[src/rtl/dad_pkg.sv]
package dad_pkg;
    localparam int DW      = 8;
    localparam int FETCH_T = 4;
    localparam int IDLE_T  = 3;
    localparam int TW      = 3;
    localparam int CY_BIT  = 0;

    localparam logic [DW-1:0] OP_ADD_BC = 8'h09;
    localparam logic [DW-1:0] OP_ADD_DE = 8'h19;
    localparam logic [DW-1:0] OP_ADD_HL = 8'h29;

    typedef enum logic [1:0] {PAIR_BC, PAIR_DE, PAIR_HL, PAIR_NONE} pair_e;
    typedef enum logic [1:0] {MC_IDLE, MC_FETCH, MC_EXEC_LO, MC_EXEC_HI} mcyc_e;
endpackage

[src/rtl/dad_alu8.sv]
module dad_alu8 #(
    parameter int W = 8
) (
    input  logic [W-1:0] a,
    input  logic [W-1:0] b,
    input  logic         cin,
    output logic [W-1:0] sum,
    output logic         cout
);
    always_comb begin
        {cout, sum} = {1'b0, a} + {1'b0, b} + {{W{1'b0}}, cin};
    end
endmodule

[src/rtl/dad_timing.sv]
module dad_timing
    import dad_pkg::*;
#(
    parameter int FT = FETCH_T,
    parameter int IT = IDLE_T
) (
    input  logic          clk,
    input  logic          rst_n,
    input  logic          go,
    input  logic          abort,
    output mcyc_e         mc,
    output logic [TW-1:0] ts,
    output logic          last_t,
    output logic          ale,
    output logic          rd
);
    typedef struct packed {
        mcyc_e         mc;
        logic [TW-1:0] t;
    } tstate_s;

    tstate_s       s_q, s_d;
    logic [TW-1:0] lim;

    always_comb begin
        lim    = (s_q.mc == MC_FETCH) ? TW'(FT) : TW'(IT);
        last_t = (s_q.mc != MC_IDLE) && (s_q.t == lim);
        s_d    = s_q;
        if (s_q.mc == MC_IDLE) begin
            if (go) begin
                s_d.mc = MC_FETCH;
                s_d.t  = TW'(1);
            end
        end else if (last_t) begin
            if (s_q.mc == MC_EXEC_HI || (s_q.mc == MC_FETCH && abort)) begin
                s_d.mc = MC_IDLE;
                s_d.t  = '0;
            end else begin
                s_d.mc = mcyc_e'(s_q.mc + 2'd1);
                s_d.t  = TW'(1);
            end
        end else begin
            s_d.t = s_q.t + TW'(1);
        end
    end

    always_ff @(posedge clk) begin
        if (!rst_n) begin
            s_q.mc <= MC_IDLE;
            s_q.t  <= '0;
        end else begin
            s_q <= s_d;
        end
    end

    assign mc  = s_q.mc;
    assign ts  = s_q.t;
    assign ale = (s_q.mc == MC_FETCH) && (s_q.t == TW'(1));
    assign rd  = (s_q.mc == MC_FETCH) && (s_q.t == TW'(2) || s_q.t == TW'(3));


    ale_then_rd_chk: assert property (@(posedge clk) disable iff (!rst_n)
        ale |=> (rd && !ale));

    fetch_step_chk: assert property (@(posedge clk) disable iff (!rst_n)
        (s_q.mc == MC_FETCH && s_q.t < TW'(FT)) |=>
        (s_q.mc == MC_FETCH && s_q.t == $past(s_q.t) + TW'(1)));

    lo_to_hi_chk: assert property (@(posedge clk) disable iff (!rst_n)
        (last_t && s_q.mc == MC_EXEC_LO) |=> (s_q.mc == MC_EXEC_HI && s_q.t == TW'(1)));
endmodule

[src/rtl/dad_seq.sv]
module dad_seq
    import dad_pkg::*;
(
    input  logic          clk,
    input  logic          rst_n,
    input  logic          start,
    input  logic [7:0]    opcode,
    input  logic          load_en,
    input  logic [1:0]    load_sel,
    input  logic [15:0]   load_data,
    output logic [15:0]   hl,
    output logic [15:0]   bc,
    output logic [15:0]   de,
    output logic [7:0]    flags,
    output logic [1:0]    mcycle,
    output logic [2:0]    tstate,
    output logic          ale,
    output logic          rd,
    output logic          done
);
    typedef struct packed {
        logic [DW-1:0] b, c, d, e, h, l, f;
        pair_e         sel;
        logic          cyt;
        logic          done;
    } core_s;

    core_s         q, n;
    mcyc_e         mc;
    logic [TW-1:0] ts;
    logic          last_t, go, abort;
    logic [DW-1:0] p_lo, p_hi, alu_a, alu_b, alu_s;
    logic          alu_ci, alu_co;

    dad_timing #(.FT(FETCH_T), .IT(IDLE_T)) u_tim (
        .clk(clk), .rst_n(rst_n), .go(go), .abort(abort),
        .mc(mc), .ts(ts), .last_t(last_t), .ale(ale), .rd(rd)
    );

    dad_alu8 #(.W(DW)) u_alu (
        .a(alu_a), .b(alu_b), .cin(alu_ci), .sum(alu_s), .cout(alu_co)
    );

    assign go    = start && (mc == MC_IDLE);
    assign abort = (q.sel == PAIR_NONE);

    always_comb begin
        case (q.sel)
            PAIR_BC: begin p_lo = q.c; p_hi = q.b; end
            PAIR_DE: begin p_lo = q.e; p_hi = q.d; end
            PAIR_HL: begin p_lo = q.l; p_hi = q.h; end
            default: begin p_lo = '0;  p_hi = '0;  end
        endcase
        alu_a  = (mc == MC_EXEC_HI) ? q.h   : q.l;
        alu_b  = (mc == MC_EXEC_HI) ? p_hi  : p_lo;
        alu_ci = (mc == MC_EXEC_HI) ? q.cyt : 1'b0;

        n      = q;
        n.done = 1'b0;
        if (mc == MC_IDLE && load_en) begin
            case (load_sel)
                2'd0:    {n.b, n.c} = load_data;
                2'd1:    {n.d, n.e} = load_data;
                2'd2:    {n.h, n.l} = load_data;
                default: n.f        = load_data[DW-1:0];
            endcase
        end
        if (go) begin
            case (opcode)
                OP_ADD_BC: n.sel = PAIR_BC;
                OP_ADD_DE: n.sel = PAIR_DE;
                OP_ADD_HL: n.sel = PAIR_HL;
                default:   n.sel = PAIR_NONE;
            endcase
        end
        if (last_t && mc == MC_EXEC_LO) begin
            n.l   = alu_s;
            n.cyt = alu_co;
        end
        if (last_t && mc == MC_EXEC_HI) begin
            n.h         = alu_s;
            n.f[CY_BIT] = alu_co;
            n.done      = 1'b1;
        end
    end

    always_ff @(posedge clk) begin
        if (!rst_n) begin
            q     <= '0;
            q.sel <= PAIR_NONE;
        end else begin
            q <= n;
        end
    end

    assign hl     = {q.h, q.l};
    assign bc     = {q.b, q.c};
    assign de     = {q.d, q.e};
    assign flags  = q.f;
    assign mcycle = mc;
    assign tstate = ts;
    assign done   = q.done;


    pair_hold_chk: assert property (@(posedge clk) disable iff (!rst_n)
        (mc != MC_IDLE) |=> ($stable(bc) && $stable(de)));

    flag_keep_chk: assert property (@(posedge clk) disable iff (!rst_n)
        (mc != MC_IDLE) |=> $stable(flags[7:1]));

    high_hold_chk: assert property (@(posedge clk) disable iff (!rst_n)
        (mc == MC_EXEC_LO) |=> $stable(hl[15:8]));

    done_pulse_chk: assert property (@(posedge clk) disable iff (!rst_n)
        done |=> !done);

    bad_op_chk: assert property (@(posedge clk) disable iff (!rst_n)
        (mc == MC_FETCH && last_t && abort) |=>
        (mc == MC_IDLE && $stable(hl) && $stable(flags) && !done));
endmodule

[config.mk]
export PLATFORM = sky130hd
export DESIGN_NAME = dad_seq
export DESIGN_NICKNAME = d
export VERILOG_FILES = /design/src/rtl/dad_pkg.sv /design/src/rtl/dad_alu8.sv /design/src/rtl/dad_timing.sv /design/src/rtl/dad_seq.sv
export SDC_FILE = /design/constraint.sdc
export NUM_CORES = 1
export LEC_CHECK = 0
export BUFFER_PORTS_ARGS = -buffer_cell sky130_fd_sc_hd__buf_2
export CORE_ASPECT_RATIO = 2
export CORE_MARGIN = 2
export CORE_UTILIZATION = 50
export DETAILED_ROUTE_END_ITERATION = 10
export HOLD_SLACK_MARGIN = 0.06
export PLACE_DENSITY = 0.73
export SETUP_SLACK_MARGIN = 0.1
export SLEW_MARGIN = 20
export SYNTH_ARGS = -nofsm -noshare
export SYNTH_HDL_FRONTEND = slang
export SYNTH_SLANG_ARGS = --single-unit
[constraint.sdc]
create_clock -name clk -period 8.26 [get_ports clk]
set_input_delay 0.826 -clock clk [delete_from_list [all_inputs] [get_ports clk]]
set_output_delay 0.826 -clock clk [all_outputs]
set_load 0.02 [all_outputs]
## Yosys cells after proc, flatten, opt, wreduce, memory -nomap -nowiden

Cells that the tools add are included.

- Register bits: 65
- Input port bits: 30
- Output and inout bits: 64
- Logic and storage cells: 81

- Add/sub/neg operators: 4
- Equality and inequality tests: 17
- Multiplexer cells: 19
- Bitwise gates (word level): 1
- Reduce and logical (&&, ||, !) cells: 27

Operators by type and width:

| cell | number |
|---|---|
| 8-bit one-hot mux with 3 select lines | 2 |
| 8-bit 2-to-1 mux | 5 |
| 24-bit 2-to-1 mux | 1 |
| 16-bit 2-to-1 mux | 1 |
| 5-bit 2-to-1 mux | 3 |
| 2-bit AND reduction | 7 |
| 2-bit nonzero test | 6 |
| 2-bit equality test, second input constant | 5 |
| 8-bit by 8-bit adder with 9-bit output | 1 |
| 9-bit by 1-bit adder with 9-bit output | 1 |
| 8-bit by 4-bit equality test with 1-bit output, second input constant | 1 |
| 8-bit by 5-bit equality test with 1-bit output, second input constant | 1 |
| 8-bit by 6-bit equality test with 1-bit output, second input constant | 1 |
| 1-bit logical AND | 8 |
| 2-bit by 1-bit equality test with 1-bit output, second input constant | 3 |
| 3-bit by 2-bit equality test with 1-bit output, second input constant | 2 |
| 2-bit logical NOT | 3 |
| 3-bit 2-to-1 mux | 2 |
| 2-bit one-hot mux with 3 select lines | 1 |
| 3-bit by 1-bit adder with 3-bit output, second input constant | 1 |
| 3-bit by 1-bit equality test with 1-bit output, second input constant | 1 |
| 3-bit equality test | 1 |
| 1-bit 2-to-1 mux | 3 |
| 3-bit OR reduction | 1 |
| 6 further kinds | 7 |

## Depth between registers and ports, before layout

- Depth in word-level cells: 7
- Gate-level depth with buffers: 15
- Depth with buffers taken out: 13

## Hierarchy

From an unflattened synthesis, not the netlist that was laid out.

- Cell total of the unflattened synthesis: 458
- Area, all modules: 4142.7 um^2

By module, submodules not included:

| module | instances | cells each | area an instance (um^2) | sequential area each (um^2) |
|---|---|---|---|---|
| dad_seq | 1 | 373 | 3383.2 | 1201.2 |
| dad_timing | 1 | 45 | 427.9 | 100.1 |
| dad_alu8 | 1 | 40 | 331.6 | 0.0 |

## Worst setup path after synthesis

No wires, ideal clock.

- Path kind: reg2reg
- Start point: register u_tim.mc[1] (netlist name)
- End point: register q (netlist bit flags[0])
- Library setup time: 122 ps
- Arrival: 2985 ps
- Data required time: 8138 ps
- Setup slack: 5154 ps
- Stages on the path, launching flop included: 13
- Path buffers: 2
- Period minus slack after synthesis: 3106 ps
- Cells stage by stage: dfxtp_1 ha_1 clkbuf_1 clkbuf_1 o21ai_0 fa_1 inv_1 fa_1 nor2b_1 o2111ai_1 a21boi_0 o21a_1 o311a_1

- Word-level cells in the longest chain between the ends: 7
- Elaborated cells between the ends (all ways): 18
- Those cells by class: add/sub: 2; eq/ne: 4; mux: 5; reduce/logical: 7

Ends and longest elaborated chain:

| element | RTL line | RTL |
|---|---|---|
| branches (longest 7 deep; another with 8-bit by 8-bit adder with 9-bit output) | - |  |
| end signal: assignment | dad_seq.sv:92 | `q <= n;` |
| end: declaration | dad_seq.sv:28 | `core_s q, n;` |

Several ways; the timed one is not identified.
A chain may end at the register's enable or synchronous reset.

## Worst setup path in the final report

- Start point: register q[2] (netlist name)
- End point: register q (netlist bit hl[6])

- Word-level cells in the longest chain between the ends: 6
- Elaborated cells between the ends (all ways): 9
- Those cells by class: add/sub: 2; eq/ne: 2; mux: 4; reduce/logical: 1

Ends and longest elaborated chain:

| element | RTL line | RTL |
|---|---|---|
| 2-bit equality test (tied with other cells) | dad_seq.sv:48 | `case (q.sel)` |
| 8-bit one-hot mux with 3 select lines | dad_seq.sv:48 |  |
| 8-bit 2-to-1 mux * | dad_seq.sv:55 | `alu_b = (mc == MC_EXEC_HI) ? p_hi : p_lo;` |
| 8-bit by 8-bit adder with 9-bit output * | dad_alu8.sv:11 | `{cout, sum} = {1'b0, a} + {1'b0, b} + {{W{1'b0}}, cin};` |
| 9-bit by 1-bit adder with 9-bit output * | dad_alu8.sv:11 |  |
| 8-bit 2-to-1 mux * | dad_seq.sv:76 | `if (last_t && mc == MC_EXEC_LO) begin` |

Mark *: on every way between the ends. The rest lies on a longest branch, timed or not.

==> flow_summary.ini <==
[timing]
setup_slack_ps = 4960
hold_violations = 0
slew_headroom_pct = 27.1
finalSetupTns_ps = 0
slew_violations = 0
skew_ps = 6.24
fin_crit_sh_pct = 40.0
rsz0062_at_grt = false
period_minus_slack_ps = 3300
fmax_mhz = 303
whs_ps = 449
worst_slew_pin_slew_ps = 1090
finalSetupViolations = 0

[layout]
final_area_um2 = 4410
nNetsFinal = 597
final_util_pct = 55.9
drive_gt1_share_pct = 22.2
area_growth_syn_to_layout_pct = 9.35
num_antenna_cells = 0

[synthesis]
ys.flop_type = dfxtp_1
synth_top_area_share_pct = 32.3
synth_nets = 577
ys_warn_count = 0
yosysUniqueCellTypes = 57
syn_area_um2 = 4030
synthCells = 529
async_reset_ff_share_pct = 0
synth_common_cells = nand2_1, a21oi_1, dfxtp_1
synth_edf_count = 0
synth_area_leaders = dfxtp_1, buf_4, nand2_1
yosys.cell_count.top_type = nand2_1
seq_area_frac_synth_pct = 32.3
yosysTopAreaCell = dfxtp_1
avgSynthCellArea_um2 = 7.62
ys_seq_elements = 65

[route]
drt_pre_antenna_iters = 7
first_iter_violations = 244
wirelength_um = 11800
dr_total_vias = 3658
via_per_inst = 5.63
drc = 0
post_drt_wl_per_cell_um = 18.1
postRouteAntennaNets = 0

[clocking]
htreeDepth = 3
cts_setup_buffers = 0
cts_sinks = 65
cts_tree = done
postCtsHoldBufs = 0
cts_root_buffer = clkbuf_16
cts_buffers = 9
clock_latency_ps = 340
cts_resized = 0
clk_pin_slew_ps = 60
clock_path_buffers = 2

[grt]
overflow = 0
grt_pass1_wl_um = 17800
grtUsageTotal_pct = 27.9
grt_antenna_before_repair = 0
grt_max_degree = 42
grt_pass1_vias = 3344

[placed_design]
dp_slack_ps = 5000
dp_hpwl_um = 8970
dpl_cell_area_um2 = 4070
numPortBuffers = 93
place_congestion = 0.942

[pwr]
ir_worst_vdd_uv = 150
p_leak_nw = 1.94
p_per_area_nw_per_um2 = 189

[die]
initial_core_util_pct = 51.1
rows = 46
die_area_um2 = 8840
fp.dieH_um = 131
die-width_um = 67.5
fp.coreArea_um2 = 7890
pin_count = 94

[critical_path]
critPathLaunchType = flop
cp-end-kind = flop
worstSetupPathType = reg2reg
cp_max_fo = 20
cp.required_ps = 8420
cp.arrival_ps = 3470

[flow_run]
max_cap_violations = 0

[min_path]
hold_class = reg2reg

[run_status]
status = finished, final reports clean
==> report_power, final <==
| part | total [mW] | leakage [nW] | switching [mW] | internal (mW) |
|---|---|---|---|---|
| Combinational | 0.0876 | 1.25 | 0.0573 | 0.0303 |
| Sequential | 0.334 | 0.527 | 0.0106 | 0.324 |
| Clock | 0.412 | 0.159 | 0.140 | 0.272 |
==> cell type report <==
type / count / area [um^2]
clock buffers: 11 / 243
repair buffers: 96 / 488
inverters: 15 / 56.3
multi-input cells: 362 / 2120
flip-flops and latches: 65 / 1300
clock inverters: 5 / 78.8
fillers: 760 / 3480
well taps: 96 / 120
==> routing by layer <==
layer | part of all wire (%) | track usage [%]
met4 | 5.3 | 18.2
met3 | 4.3 | 3.77
met2 | 54 | 48.2
met5 | 0 | 0
met1 | 37 | 30.9
==> worst max-delay path, stage by stage, from the launching register on <==
cell and delay, ps:
dfxtp_1 760, nor2b_1 570, a21oi_1 150, a21oi_1 210, fa_1 250, inv_1 70, fa_1 400, nor2b_1 160
o2111ai_1 150, nand2_1 120, xnor2_1 170, a211oi_1 120
==> cell usage in the layout (no fill, tap or decap), drive strengths merged, types with 3 or more instances in the layout <==
cell type / synthesis / final
o21ai: 28 / 28
and3: 7 / 7
o22ai: 3 / 3
ha: 16 / 16
clkinv: 0 / 3
inv: 15 / 15
clkbuf: 16 / 11
nor2b: 4 / 4
and2: 5 / 5
nand2: 113 / 113
a211oi: 8 / 8
nand3: 8 / 8
nand2b: 3 / 3
a21oi: 72 / 72
mux2i: 8 / 8
dfxtp: 65 / 65
mux2: 3 / 3
xnor2: 5 / 5
nor2: 34 / 34
buf: 71 / 96
a311oi: 4 / 4
==> state kept, by name, summed over array words and instances, names as in the netlist <==
name	flops
flags	8
de	16
bc	16
u_tim.mc	2
q	3
done	1
u_tim.ts	3
hl	16
==> cells by family (layout without fill, tap and decap cells) <==
logic type / count (synthesis) / in the layout / synth area share [%]
buffers and inverters: 102 / 127 / 15.4
multiplexers: 11 / 11 / 2.83
flip-flops: 65 / 65 / 32.3
adder cells (fa/ha/maj): 18 / 18 / 5.96
AND/OR/NAND/NOR: 186 / 186 / 21.3
XOR/XNOR: 6 / 6 / 1.30
AO/OA/AOI/OAI: 141 / 141 / 20.9
==> stage by stage <==
step | power, mW | cells
floorplan | 0.404 | 529
global placement | 0.426 | 634
detailed placement | 0.427 | 634
CTS | 0.837 | 650
global route | 0.860 | 650
finish | 0.833 | 650
==> final timing paths <==
kind              startpoint       end  slack, ps  depth (start not counted)
setup / recovery        q[2]     hl[6]       4960                         11
hold / removal      flags[7]  flags[7]        450                          2
setup reg to reg        q[2]     hl[6]       4960                         11
hold reg to reg     flags[7]  flags[7]        450                          2
Note: power is estimated with default switching activity, not from simulation.
